$ cat config.mk
export PLATFORM = sky130hd
export DESIGN_NAME = tx_irq_coalescer
export DESIGN_NICKNAME = d
export VERILOG_FILES = /design/src/rtl/txc_pkg.sv /design/src/rtl/txc_cfg_reg.sv /design/src/rtl/txc_frame_ctr.sv /design/src/rtl/txc_timer.sv /design/src/rtl/tx_irq_coalescer.sv
export SDC_FILE = /design/constraint.sdc
export NUM_CORES = 1
export LEC_CHECK = 0
export BUFFER_PORTS_ARGS = -buffer_cell sky130_fd_sc_hd__buf_2
export CORE_MARGIN = 3
export CORE_UTILIZATION = 45
export DETAILED_ROUTE_END_ITERATION = 16
export PLACE_DENSITY = 0.76
export SLEW_MARGIN = 20
export SYNTH_ARGS = -nofsm -noshare
export SYNTH_HDL_FRONTEND = slang
export SYNTH_HIERARCHICAL = 1
export SYNTH_SLANG_ARGS = --single-unit
export TNS_END_PERCENT = 50
$ cat constraint.sdc
create_clock -name clk -period 7.7 [get_ports clk]
set_clock_uncertainty 0.05 [all_clocks]
set_input_delay 1.155 -clock clk [delete_from_list [all_inputs] [get_ports clk]]
set_output_delay 1.155 -clock clk [all_outputs]
set_load 0.02 [all_outputs]
$ cat src/rtl/txc_pkg.sv
package txc_pkg;
   localparam int CFG_W     = 32;
   localparam int EN_BIT    = 31;
   localparam int SRC_BIT   = 30;
   localparam int FTHR_LSB  = 21;
   localparam int FTHR_W    = 8;
   localparam int TTHR_LSB  = 0;
   localparam int TTHR_W    = 16;

   typedef struct packed {
      logic              en;
      logic              src;
      logic [FTHR_W-1:0] fthr;
      logic [TTHR_W-1:0] tthr;
   } txc_cfg_t;

   function automatic txc_cfg_t cfg_unpack(input logic [CFG_W-1:0] w);
      txc_cfg_t c;
      c.en   = w[EN_BIT];
      c.src  = w[SRC_BIT];
      c.fthr = w[FTHR_LSB +: FTHR_W];
      c.tthr = w[TTHR_LSB +: TTHR_W];
      return c;
   endfunction

   function automatic logic [CFG_W-1:0] cfg_pack(input txc_cfg_t c);
      logic [CFG_W-1:0] w;
      w = '0;
      w[EN_BIT]               = c.en;
      w[SRC_BIT]              = c.src;
      w[FTHR_LSB +: FTHR_W]   = c.fthr;
      w[TTHR_LSB +: TTHR_W]   = c.tthr;
      return w;
   endfunction
endpackage

$ cat src/rtl/txc_cfg_reg.sv
module txc_cfg_reg
   import txc_pkg::*;
(
   input  logic              clk,
   input  logic              rst_n,
   input  logic              wr_i,
   input  logic [CFG_W-1:0]  wdata_i,
   output txc_cfg_t          cfg_o,
   output logic [FTHR_W-1:0] fthr_nxt_o,
   output logic [CFG_W-1:0]  rdata_o
);
   txc_cfg_t cfg_q;
   txc_cfg_t cfg_wr;

   assign cfg_wr = cfg_unpack(wdata_i);

   always_ff @(posedge clk) begin
      if (!rst_n)    cfg_q <= '0;
      else if (wr_i) cfg_q <= cfg_wr;
   end

   // threshold as it will be after this edge, for same-cycle reloads
   assign fthr_nxt_o = wr_i ? cfg_wr.fthr : cfg_q.fthr;
   assign cfg_o      = cfg_q;
   assign rdata_o    = cfg_pack(cfg_q);
endmodule

$ cat src/rtl/txc_frame_ctr.sv
module txc_frame_ctr #(
   parameter int W          = 8,
   parameter bit CLAMP_ZERO = 1'b1
) (
   input  logic         clk,
   input  logic         rst_n,
   input  logic         reload_i,
   input  logic [W-1:0] thr_i,
   input  logic         count_i,
   output logic         hit_o,
   output logic [W-1:0] cnt_o
);
   logic [W-1:0] eff;
   logic [W-1:0] cnt_q;

   generate
      if (CLAMP_ZERO) begin : g_clamp
         assign eff = (thr_i == '0) ? W'(1) : thr_i;
      end else begin : g_raw
         assign eff = thr_i;
      end
   endgenerate

   assign hit_o = count_i && (cnt_q == W'(1));

   always_ff @(posedge clk) begin
      if (!rst_n)        cnt_q <= W'(1);
      else if (reload_i) cnt_q <= eff;
      else if (count_i)  cnt_q <= cnt_q - W'(1);
   end

   assign cnt_o = cnt_q;
endmodule

$ cat src/rtl/txc_timer.sv
module txc_timer #(
   parameter int W          = 16,
   parameter int PRE_W      = 6,
   parameter bit CLAMP_ZERO = 1'b1
) (
   input  logic         clk,
   input  logic         rst_n,
   input  logic         clear_i,
   input  logic         arm_i,
   input  logic [W-1:0] thr_i,
   input  logic         tick_i,
   output logic         expire_o,
   output logic         armed_o
);
   logic [W-1:0]     eff;
   logic [W-1:0]     cnt_q;
   logic [PRE_W-1:0] pre_q;
   logic             armed_q;
   logic             wrap;

   generate
      if (CLAMP_ZERO) begin : g_clamp
         assign eff = (thr_i == '0) ? W'(1) : thr_i;
      end else begin : g_raw
         assign eff = thr_i;
      end
   endgenerate

   assign wrap     = armed_q && tick_i && (pre_q == '1);
   assign expire_o = wrap && (cnt_q == W'(1));
   assign armed_o  = armed_q;

   always_ff @(posedge clk) begin
      if (!rst_n) begin
         armed_q <= 1'b0;
         pre_q   <= '0;
         cnt_q   <= '0;
      end else if (clear_i) begin
         armed_q <= 1'b0;
         pre_q   <= '0;
         cnt_q   <= '0;
      end else if (!armed_q) begin
         if (arm_i) begin
            armed_q <= 1'b1;
            pre_q   <= '0;
            cnt_q   <= eff;
         end
      end else if (tick_i) begin
         pre_q <= pre_q + PRE_W'(1);
         if (wrap) cnt_q <= cnt_q - W'(1);
      end
   end
endmodule

$ cat src/rtl/tx_irq_coalescer.sv
module tx_irq_coalescer
   import txc_pkg::*;
#(
   parameter int PRE_W      = 6,
   parameter bit CLAMP_ZERO = 1'b1
) (
   input  logic              clk,
   input  logic              rst_n,
   input  logic              frame_done_i,
   input  logic              frame_irq_req_i,
   input  logic              frame_irq_en_i,
   input  logic              alt_tick_i,
   input  logic              cfg_wr_i,
   input  logic [CFG_W-1:0]  cfg_wdata_i,
   output logic [CFG_W-1:0]  cfg_rdata_o,
   input  logic              irq_ack_i,
   output logic              irq_o
);
   generate
      if (PRE_W < 1 || PRE_W > 12) begin : g_bad_pre
         $error("PRE_W out of range");
      end
      if (FTHR_LSB + FTHR_W > CFG_W || TTHR_LSB + TTHR_W > CFG_W) begin : g_bad_layout
         $error("configuration fields exceed the word");
      end
   endgenerate

   txc_cfg_t          cfg;
   logic [FTHR_W-1:0] fthr_nxt;
   logic [FTHR_W-1:0] fcnt;
   logic              cnt_hit;
   logic              expire;
   logic              armed;
   logic              tick_sel;
   logic              fire;
   logic              raise;
   logic              reload;
   logic              irq_q;

   txc_cfg_reg u_cfg (
      .clk        (clk),
      .rst_n      (rst_n),
      .wr_i       (cfg_wr_i),
      .wdata_i    (cfg_wdata_i),
      .cfg_o      (cfg),
      .fthr_nxt_o (fthr_nxt),
      .rdata_o    (cfg_rdata_o)
   );

   assign tick_sel = cfg.src ? 1'b1 : alt_tick_i;
   assign fire     = cfg.en ? (cnt_hit || expire) : frame_done_i;
   assign raise    = fire && frame_irq_en_i;
   assign reload   = fire || cfg_wr_i || !cfg.en;

   txc_frame_ctr #(.W(FTHR_W), .CLAMP_ZERO(CLAMP_ZERO)) u_fctr (
      .clk      (clk),
      .rst_n    (rst_n),
      .reload_i (reload),
      .thr_i    (fthr_nxt),
      .count_i  (cfg.en && frame_done_i),
      .hit_o    (cnt_hit),
      .cnt_o    (fcnt)
   );

   txc_timer #(.W(TTHR_W), .PRE_W(PRE_W), .CLAMP_ZERO(CLAMP_ZERO)) u_tmr (
      .clk      (clk),
      .rst_n    (rst_n),
      .clear_i  (reload),
      .arm_i    (cfg.en && frame_done_i && frame_irq_req_i),
      .thr_i    (cfg.tthr),
      .tick_i   (tick_sel),
      .expire_o (expire),
      .armed_o  (armed)
   );

   always_ff @(posedge clk) begin
      if (!rst_n)         irq_q <= 1'b0;
      else if (raise)     irq_q <= 1'b1;
      else if (irq_ack_i) irq_q <= 1'b0;
   end

   assign irq_o = irq_q;

   logic unused_armed;
   assign unused_armed = armed;
endmodule

# Word level (Yosys, flattened, before mapping)
# Cells that the tools add are included.
# op_classes
add_sub_neg,3
n_eq_ne,5
mux,18
n_bitwise,1
n_reduce_logical,19
# op_table
cell,count
two-way mux 16 bit,5
two-way mux 8 bit,4
two-way mux 6 bit,3
== test 16 x 1 -> 1 bit (second input constant),1
zero test 16 bit,1
subtractor 16 x 1 -> 16 bit (second input constant),1
== test 8 x 1 -> 1 bit (second input constant),1
zero test 8 bit,1
subtractor 8 x 1 -> 8 bit (second input constant),1
logical AND 1 bit,7
adder 6 x 1 -> 6 bit (second input constant),1
== test 6 bit (second input constant),1
two-way mux 1 bit,6
nonzero test 2 bit,3
logical OR 1 bit,3
AND reduction 3 bit,1
inequality test 2 x 1 -> 1 bit (second input constant),1
inequality test 2 bit (second input constant),1
AND reduction 2 bit,1
OR reduction 2 bit,1
zero test 1 bit,1
NOT 1 bit,1
# word_totals
regBits,58
in_bits,40
out_inout_bits,33
wordCells,55

# Logic depth before layout (Yosys ltp)
# logic_depth
depth_word,9
depth_mapped,12
ltp_nobuf,10

# Hierarchy
# The synthesis kept the hierarchy.
# modules_own_cells
module,instances,cells_per_inst,area_per_inst_um2,seq_area_each_um2
txc_timer,1,181,1421.4,460.4
txc_cfg_reg,1,116,1253.7,520.5
txc_frame_ctr,1,59,485.5,160.2
tx_irq_coalescer,1,9,78.8,20.0

# Worst setup path after synthesis
# No wires, ideal clock.
# synth_path
kind,input -> register
start,input port alt_tick_i
end,"register u_fctr.cnt_q[7], in the netlist u_fctr/cnt_o[7]"
setup_ns,0.062
arrival_ns,3.456
required_time_ns,7.588
path_slack_ns,4.132
stages,11
n_path_buf,2
cell_sequence,or2_2 -> nand4_4 -> or2_1 -> clkbuf_2 -> nor2_1 -> and4_1 -> or4b_1 -> clkbuf_1 -> nand3b_1 -> or4_1 -> nand3_1
# synth_between
elab_chain_cells,9
elab_cells_between_ends,10
cone_classes,mux (3); reduce/logical (7)
# synth_lines
item,line_no,source
start: declaration,tx_irq_coalescer.sv:12,"input logic alt_tick_i,"
two-way mux 1 bit (*),tx_irq_coalescer.sv:50,assign tick_sel = cfg.src ? 1'b1 : alt_tick_i;
logical AND 1 bit (*) (2 in a row),txc_timer.sv:29,assign wrap = armed_q && tick_i && (pre_q == '1);
logical AND 1 bit (*),txc_timer.sv:30,assign expire_o = wrap && (cnt_q == W'(1));
named net expire,tx_irq_coalescer.sv:32,logic expire;
logical OR 1 bit (*),tx_irq_coalescer.sv:51,assign fire = cfg.en ? (cnt_hit || expire) : frame_done_i;
two-way mux 1 bit (*),tx_irq_coalescer.sv:51,
logical OR 1 bit (*) (2 in a row),tx_irq_coalescer.sv:53,assign reload = fire || cfg_wr_i || !cfg.en;
named net reload,tx_irq_coalescer.sv:37,logic reload;
two-way mux 8 bit or nonzero test 2 bit (tied branches),-,
end signal: assignment,txc_frame_ctr.sv:29,else if (count_i) cnt_q <= cnt_q - W'(1);
end: declaration,txc_frame_ctr.sv:14,logic [W-1:0] cnt_q;
# Mark *: on every way through the listed nets, which the timed path passes. The rest lies on a longest branch.
# A chain may end at the register's enable or synchronous reset.

# Worst setup path in the final report
# layout_path
start,input port alt_tick_i
end,register u_tmr.cnt_q[10]
# layout_between
elab_chain_cells,9
elab_cells_between_ends,12
cone_classes,eq/ne (2); mux (2); reduce/logical (8)
# layout_lines
item,line_no,source
two-way mux 1 bit,tx_irq_coalescer.sv:50,
named net tick_sel,tx_irq_coalescer.sv:34,logic tick_sel;
logical AND 1 bit (2 in a row),txc_timer.sv:29,
logical AND 1 bit,txc_timer.sv:30,
named net expire,tx_irq_coalescer.sv:32,
logical OR 1 bit,tx_irq_coalescer.sv:51,
two-way mux 1 bit,tx_irq_coalescer.sv:51,
logical OR 1 bit (2 in a row),tx_irq_coalescer.sv:53,
named net reload,tx_irq_coalescer.sv:37,
OR reduction 2 bit (no line),-,
end signal: assignment,txc_timer.sv:50,if (wrap) cnt_q <= cnt_q - W'(1);
end: declaration,txc_timer.sv:16,logic [W-1:0] cnt_q;
# The timed path passes the listed nets, and every way through them passes these cells.

==> impl_metrics.py <==
metrics = {
    "outcome": {
        "outcome": "finished, final reports clean",
    },
    "critical_path": {
        "worstReg2RegStart": "u_cfg/cfg_o[24]$_SDFFE_PN0P_",
        "r2r_slack_ns": 4.32,
        "critPathRequiredTime_ns": 7.91,
        "cp-end-kind": "flop",
        "path_class": "in -> reg",
        "worstSetupStartpointType": "input port",
        "cp_data_arrival_time_ns": 4.15,
        "cp-startpoint": "alt_tick_i",
        "crit_fanout": 16,
    },
    "synthesis": {
        "synthCells": 365,
        "muxShareOfSynthArea_pct": 9.89,
        "ys_types": 66,
        "async_flop_share_pct": 0,
        "ys_ff_latch": 58,
        "yosys.area_share.simple_pct": 25.5,
        "synth.avg_cell_area_um2": 8.87,
        "synth_top_family_by_area": "simple AND/OR/NAND/NOR gates",
        "synth_area_leader_cell": "dfxtp_1",
        "synth_area_leaders": "dfxtp_1 36%, buf_4 7.6%, mux2i_1 6.2%",
        "synthXorXnorAreaFrac_pct": 0.811,
        "yosysTopAreaCellShare_pct": 35.8,
        "syn_area_mm2": 0.00324,
        "seq_area_frac_synth_pct": 35.8,
        "ys.flop_type": "dfxtp_1",
        "synth_fa_ha_area_share_pct": 1.93,
        "synth_compound_area_share_pct": 14.7,
        "synth_edf_count": 0,
        "ys_warn_count": 6,
    },
    "cts": {
        "htree_levels": 3,
        "cts_root_buf": "clkbuf_8",
        "cts_tree": "done",
        "numCtsBuffers": 9,
        "ctsHoldBuffers": 0,
        "postCtsResizedCells": 0,
        "clk_latency_ns": 0.34,
        "cts.sinks": 58,
        "clk_pin_slew_ns": 0.06,
        "cts_buffer_depth": 2,
        "post_cts_buffers": 0,
    },
    "final_layout": {
        "nNetsFinal": 439,
        "fill_cells": 627,
        "synthToLayoutAreaGrowth_pct": 10.3,
        "drive_gt1_share_pct": 23.9,
        "diodes": 0,
    },
    "power_and_ir_drop": {
        "clkPwrFrac_pct": 44.5,
        "p_per_area_mw_per_mm2": 203,
        "power.switching_uw": 172,
        "power_uw": 724,
        "power.leakage_nw": 1.49,
        "switching_share_pct": 23.7,
        "ir_worst_vdd_uv": 116,
        "power_frac_seq_pct": 44.7,
        "share_comb_of_total_power_pct": 10.8,
        "p_int_uw": 552,
    },
    "placement": {
        "place_ws_ns": 3.51,
        "io_buffer_count": 60,
        "dp_hpwl_um": 5120,
        "globalplace.congestion": 0.853,
    },
    "worst_hold_path": {
        "min_path_type": "reg -> reg",
        "worstHoldStart": "u_tmr/cnt_q[6]$_SDFFE_PP0P_",
    },
    "sta": {
        "worstMarginPinSlew_ns": 0.789,
        "fin_crit_sh_pct": 51.2,
        "hold_viol": 0,
        "slew_viol_final": 0,
        "final-setup-viol-count": 0,
        "fin_ws_ns": 3.76,
        "fin_tns_setup_ns": 0,
        "grt_setup_unrepaired": "no",
        "slew_headroom_pct": 46.6,
        "period_needed_ns": 3.94,
        "max_freq_mhz": 254,
    },
    "grt": {
        "grt_pass1_wl_um": 12200,
        "grt_max_degree": 41,
        "grt.total_usage_pct": 18.0,
        "antenna_found_initial": 0,
        "grt_pass1_vias": 2621,
        "grt_overflow": 0,
    },
    "routing": {
        "routedWlPerCell_um": 14.6,
        "num_vias": 2743,
        "antenna_left": 0,
        "drc": 0,
        "via_per_inst": 5.56,
        "totalWireLength_um": 7210,
        "drt_iter0_markers": 221,
        "first_pass_iters": 4,
    },
    "floorplanning": {
        "io_pins": 73,
        "dieWidth_um": 90.8,
        "rows": 30,
        "start_util_pct": 47.2,
        "die_height_um": 90.8,
        "die_area_mm2": 0.00825,
        "core_area_mm2": 0.00687,
    },
    "job": {
        "cap_violations": 0,
    },
}
[routing by layer]
layer	up-vias	wire length, µm	global-route usage (%)
met3	17	531	5.67
met4	0	164	7.79
met5	-	0	0
li1	1341	-	-
met2	109	3270	27.5
met1	1276	3250	23.4
[worst max-delay path: stages]
cell and delay (ns):
buf_2 0.09, or2_2 0.33, nand4_4 0.13, or2_1 0.24, nor2_1 0.07, and4_1 0.22
or4b_1 0.73, nand2b_1 0.54, nor2_1 0.40, o211ai_1 0.14, o21ai_1 0.10
[path summary, 6_finish.rpt]
kind,to,cells past startpoint
max,u_tmr/cnt_q[10]$_SDFFE_PP0P_,11
min,u_tmr/cnt_q[6]$_SDFFE_PP0P_,2
max reg2reg,u_tmr/cnt_q[10]$_SDFFE_PP0P_,10
min reg2reg,u_tmr/cnt_q[6]$_SDFFE_PP0P_,2
[Yosys cell counts (all sizes together) (4+ instances only)]
library cell   n
mux2i         20
nor3           6
a31oi          8
clkbuf        10
mux2          10
dfxtp         58
and3           4
o21ai         23
a21oi         18
o22ai          4
nand3          6
a211oi         4
nand2b         4
and2          12
inv            5
nor3b          4
nor2          19
o211ai         6
ha             5
or4            4
buf           38
nor4          10
nand2         18
or3            7
nor2b         25
[cell type report]
class                      instances  area [µm²]  share of cell area [%]
inverter                           7        26.3                   0.735
sequential                        58        1160                    32.5
clock inverter                     2        60.1                    1.68
timing repair buffer              61         308                    8.61
multi-input combinational        257        1730                    48.5
tap                               96         120                    3.36
clock buffer                      12         165                    4.62
[power groups by stage]
stage	clock [mW]	combinational (mW)	sequential, mW
6_report	0.322	0.0783	0.323
5_1_grt	0.343	0.0859	0.325
4_1_cts	0.328	0.0785	0.323
3_5_place_dp	0	0.0781	0.330
3_3_place_gp	0	0.0764	0.329
2_1_floorplan	0	0.0690	0.327
[sequential cells by signal (all words and copies together), names as in the netlist]
name / flops
u_fctr/cnt_o: 8
u_tmr/armed_o: 1
u_tmr/pre_q: 6
irq_o: 1
u_cfg/cfg_o: 26
u_tmr/cnt_q: 16
[kinds of logic after synthesis]
logic type	after synthesis
AND/OR/NAND/NOR	136
AO/OA/AOI/OAI	77
flip-flops	58
buffers and inverters	55
multiplexers	30
adder cells (fa/ha/maj)	5
XOR/XNOR	3
other	1
[through the flow]
stage	cells	instance area (µm²)	hold slack (ns)	util, %
after detailed placement	479	3350	0.426	48.7
after global routing	493	3570	0.464	52.0
final	493	3570	0.439	52.0
after floorplan	370	3260	0.407	-
after global placement	479	3350	0.420	48.7
after CTS	493	3570	0.435	52.0
[layout by cell type, fill, tap and decap left out, drive strengths merged, types with 7 or more instances in the layout]
| master | n |
|---|---|
| a31oi | 8 |
| nor2b | 25 |
| buf | 61 |
| a21oi | 18 |
| mux2 | 10 |
| nor2 | 19 |
| mux2i | 20 |
| clkbuf | 12 |
| or3 | 7 |
| and2 | 12 |
| o21ai | 23 |
| dfxtp | 58 |
| nand2 | 18 |
| nor4 | 10 |
Note: power is estimated with default switching activity, not from simulation.
